===== config.mk =====
export PLATFORM = sky130hd
export DESIGN_NAME = modal_alu
export DESIGN_NICKNAME = d
export VERILOG_FILES = /design/src/rtl/alu_pkg.sv /design/src/rtl/alu_operand_shaper.sv /design/src/rtl/alu_ripple_adder.sv /design/src/rtl/alu_bitwise.sv /design/src/rtl/modal_alu.sv
export SDC_FILE = /design/constraint.sdc
export NUM_CORES = 1
export LEC_CHECK = 0
export ABC_AREA = 1
export ABC_CLOCK_PERIOD_IN_PS = 4800
export BUFFER_PORTS_ARGS = -buffer_cell sky130_fd_sc_hd__buf_2
export CAP_MARGIN = 30
export CORE_MARGIN = 2
export CORE_UTILIZATION = 56
export DETAILED_ROUTE_END_ITERATION = 7
export PLACE_DENSITY = 0.86
export SYNTH_ARGS = -nofsm -noshare
export SYNTH_HDL_FRONTEND = slang
export SYNTH_HIERARCHICAL = 1
export SYNTH_SLANG_ARGS = --single-unit
export TNS_END_PERCENT = 30

===== constraint.sdc =====
create_clock -name vclk -period 4.8
set_input_delay 0.24 -clock vclk [all_inputs]
set_output_delay 0.24 -clock vclk [all_outputs]
set_load 0.05 [all_outputs]

===== src/rtl/alu_pkg.sv =====
package alu_pkg;

  typedef struct packed {
    logic mode;
    logic s1;
    logic s0;
    logic cin;
  } op_code_t;

  typedef enum logic [1:0] {
    LG_AND = 2'b00,
    LG_OR  = 2'b01,
    LG_XOR = 2'b10,
    LG_NOT = 2'b11
  } logic_fn_t;

endpackage


===== src/rtl/alu_operand_shaper.sv =====
module alu_operand_shaper #(
  parameter int WIDTH = 8
) (
  input  logic [WIDTH-1:0] b_val,
  input  logic             s1,
  input  logic             s0,
  output logic [WIDTH-1:0] y_val
);

  for (genvar i = 0; i < WIDTH; i++) begin : g_bit
    assign y_val[i] = (b_val[i] & s0) | (~b_val[i] & s1);
  end

endmodule


===== src/rtl/alu_ripple_adder.sv =====
module alu_ripple_adder #(
  parameter int WIDTH = 8
) (
  input  logic [WIDTH-1:0] x_val,
  input  logic [WIDTH-1:0] y_val,
  input  logic             carry_in,
  output logic [WIDTH-1:0] sum,
  output logic             carry_out,
  output logic             carry_into_msb
);

  logic [WIDTH:0] chain;

  assign chain[0] = carry_in;

  for (genvar i = 0; i < WIDTH; i++) begin : g_stage
    assign sum[i]     = x_val[i] ^ y_val[i] ^ chain[i];
    assign chain[i+1] = (x_val[i] & y_val[i]) | (chain[i] & (x_val[i] ^ y_val[i]));
  end

  assign carry_out      = chain[WIDTH];
  assign carry_into_msb = chain[WIDTH-1];

endmodule


===== src/rtl/alu_bitwise.sv =====
module alu_bitwise #(
  parameter int WIDTH = 8
) (
  input  logic [WIDTH-1:0]     a_val,
  input  logic [WIDTH-1:0]     b_val,
  input  alu_pkg::logic_fn_t   fn,
  output logic [WIDTH-1:0]     res
);

  import alu_pkg::*;

  always_comb begin
    unique case (fn)
      LG_AND:  res = a_val & b_val;
      LG_OR:   res = a_val | b_val;
      LG_XOR:  res = a_val ^ b_val;
      LG_NOT:  res = ~a_val;
      default: res = '0;
    endcase
  end

endmodule


===== src/rtl/modal_alu.sv =====
module modal_alu #(
  parameter int WIDTH = 8
) (
  input  logic [WIDTH-1:0] a_in,
  input  logic [WIDTH-1:0] b_in,
  input  logic [3:0]       op_code,
  output logic [WIDTH-1:0] g_out,
  output logic             c_flag,
  output logic             v_flag,
  output logic             n_flag,
  output logic             z_flag
);

  import alu_pkg::*;

  localparam int MSB = WIDTH - 1;

  op_code_t        op;
  logic [MSB:0]    y_val;
  logic [MSB:0]    arith_res;
  logic [MSB:0]    logic_res;
  logic            add_cout;
  logic            add_cmsb;
  logic_fn_t       lfn;

  assign op  = op_code_t'(op_code);
  assign lfn = logic_fn_t'({op.s1, op.s0});

  alu_operand_shaper #(.WIDTH(WIDTH)) u_shaper (
    .b_val (b_in),
    .s1    (op.s1),
    .s0    (op.s0),
    .y_val (y_val)
  );

  alu_ripple_adder #(.WIDTH(WIDTH)) u_adder (
    .x_val          (a_in),
    .y_val          (y_val),
    .carry_in       (op.cin),
    .sum            (arith_res),
    .carry_out      (add_cout),
    .carry_into_msb (add_cmsb)
  );

  alu_bitwise #(.WIDTH(WIDTH)) u_bitwise (
    .a_val (a_in),
    .b_val (b_in),
    .fn    (lfn),
    .res   (logic_res)
  );

  always_comb begin
    if (op.mode) begin
      g_out  = logic_res;
      c_flag = 1'b0;
      v_flag = 1'b0;
    end else begin
      g_out  = arith_res;
      c_flag = add_cout;
      v_flag = add_cout ^ add_cmsb;
    end
    n_flag = g_out[MSB];
    z_flag = ~|g_out;
  end

endmodule


==> key figures <==
Cells and area
  • Layout cells sized above 1: 0.227
  • Seq_cells: 0
  • Most common cell after layout, fill and taps aside: nand2_1
  • Nets: 249
  • Final Util: 0.683
  • Clkbuf count: 0
  • Synthesis-to-finish area growth: 13.2%
  • Antenna cells: 0
  • Commonest cells after routing, fill and taps aside: nand2_1, inv_1, buf_2
  • Sequential cell area: 0 um^2

Critical path
  • CP Capture Type: primary output
  • CP Data Required Time: 4.56 ns
  • Crit path arrival time: 4.11 ns
  • Crit Path Class: in2out
  • Critical Path, Cell by Cell: buf_2, inv_1, nand2_1, nand2_1, fa_1, inv_1, fa_1, inv_1, fa_1, fa_1, fa_1, fa_1, inv_1, fa_1, inv_1, fa_1, nand2_1, nand2_2, nor2_1, nand2_1, nor2_1, buf_2
  • Crit path max-delay cell type: fa_1
  • CP max FO: 4
  • CP peak stage delay: 0.43 ns
  • CP most frequent cell: fa_1
  • Setup crit start kind: primary input

Drt
  • Post-route DRC: 0
  • Wire per inst: 10.8 um
  • Drt initial violations: 20
  • Vias: 1,104
  • DRT Pass-1 Iters: 4
  • Total Routed Length: 2.45 mm
  • Vias/cell: 4.84
  • Antenna-violating nets left: 0

Die
  • Die H: 47.6 um
  • Die X: 47.6 um
  • Core area: 1760 um^2
  • IO Count: 32
  • Initial Utilization: 0.604
  • Die Area: 2270 um^2
  • Row cnt: 15

Timing
  • Sum Neg Setup Slack: 0 ns
  • Worst slew pin tran: 0.295 ns
  • Period utilization: 0.905
  • RSZ-0062 raised after global routing: no
  • Final setup violation count: 0
  • Final worst path period need: 4.35 ns
  • Max-slew violations: 0
  • Final Hold Fails: 0
  • Fin worst setup slack: 0.454 ns
  • FMAX: 230 MHz
  • Slew headroom: 0.803

GRT
  • Gr usage total: 0.233
  • Global-route wire length before repair: 3.86 mm
  • Largest net degree at the start of global routing: 26
  • GRT Residual Overflow: 0
  • Vias in the first global route: 931
  • Initial antenna violation count: 0

Power
  • Switching share of power: 0.711
  • Clock Power Share: 0
  • Comb power frac: 1.000
  • PD cells: 150 nW/um^2
  • Peak supply drop: 0.0721 mV
  • Leakage: 0.781 nW
  • Sequential power share: 0
  • Switch Pwr: 0.129 mW
  • Internal power: 0.0522 mW

Clocking
  • CTS resizes: 0
  • Cts-stage hold buffer count: 0
  • Post-CTS Setup Bufs: 0

Synth
  • Post-synthesis cell count: 176
  • Mux cell area share after synthesis: 0
  • Yosys warns: 6
  • Synth Area in Compound Gates: 0
  • Mapped Nets: 220
  • Adder-Cell Fraction of Synth Area: 0.338
  • Post-synthesis cell type count: 18
  • Main combinational cell family by area after synthesis: simple AND/OR/NAND/NOR gates
  • Synth Area per Inst: 6.05 um^2
  • Synthesized area: 1060 um^2
  • Synth Area in Simple Gates: 0.428
  • Fraction of synthesized cell area in xor and xnor cells: 0.00823
  • Seq/Total Area, Yosys: 0

Min path
  • HP Class: in2out
  • HP Start: op_code[3]
  • Hold path cells: 3
  • Hold worst-path end: c_flag

Placed design
  • DP Wirelength: 1.98 mm
  • GP Congestion: 0.814
  • Port bufs: 32
  • Dpl ws: 0.454 ns

Run status
  • Status: completed

Job
  • Max-cap violations: 0
[routing by layer]
layer | global-route usage | wire, um | vias up
met3 | 0.00377 | 103 | 2
met1 | 0.311 | 1060 | 501
met2 | 0.430 | 1260 | 28
met5 | 0 | 0 | -
li1 | - | - | 573
met4 | 0.0324 | 23 | 0
[cell type report]
class | instances | area (um^2)
fill | 185 | 559
inverter | 45 | 174
multi-input combinational | 124 | 825
tap | 25 | 31.3
timing repair buffer | 34 | 175
[worst max-delay path by stage]
stage                     startpoint     end  slack (ns)  depth (start not counted)
after global placement       b_in[0]  z_flag        0.52                         22
after global routing         b_in[0]  z_flag        0.19                         22
after floorplan           op_code[2]  z_flag        0.08                         20
after CTS                    b_in[0]  z_flag        0.45                         22
after detailed placement     b_in[0]  z_flag        0.45                         22
final                        b_in[0]  z_flag        0.45                         22
[power groups by stage]
| stage | sequential (mW) | combinational, mW | clock [mW] |
|---|---|---|---|
| CTS | 0 | 0.181 | 0 |
| detailed placement | 0 | 0.181 | 0 |
| floorplan | 0 | 0.141 | 0 |
| finish | 0 | 0.181 | 0 |
| global route | 0 | 0.201 | 0 |
| global placement | 0 | 0.175 | 0 |
[worst max-delay path: cells and delay by family]
family / cells / cell delay (ns)
fa+ha+maj: 8 / 2.65
simple gates: 7 / 0.53
buf+inv: 7 / 0.70
[cell usage after synthesis]
cell type	instances	area share
buf_6	3	0.032
nand3_1	16	0.075
nor2_8	1	0.019
ha_1	16	0.19
buf_2	1	0.0047
buf_8	1	0.014
inv_2	1	0.0035
nand2_2	8	0.047
xnor2_1	1	0.0082
inv_1	43	0.15
nor2_1	7	0.025
fa_1	8	0.15
nand2_1	58	0.20
clkbuf_2	1	0.0047
buf_4	1	0.0071
nor2_4	1	0.011
inv_6	1	0.0082
nand4_1	8	0.047
[per-stage QoR]
stage / instance area [um^2] / power, mW / std cells / hold WS (ns)
floorplan: 1060 / 0.141 / 176 / 0.758
global placement: 1200 / 0.175 / 228 / 0.996
detailed placement: 1200 / 0.181 / 228 / 0.998
CTS: 1200 / 0.181 / 228 / 0.998
global route: 1200 / 0.201 / 228 / 1.02
finish: 1200 / 0.181 / 228 / 0.989
[cells by family after synthesis]
kind of cell,Yosys count
AND/OR/NAND/NOR,99
buffers and inverters,52
adder cells (fa/ha/maj),24
XOR/XNOR,1
Note: power is estimated with default switching activity, not from simulation.
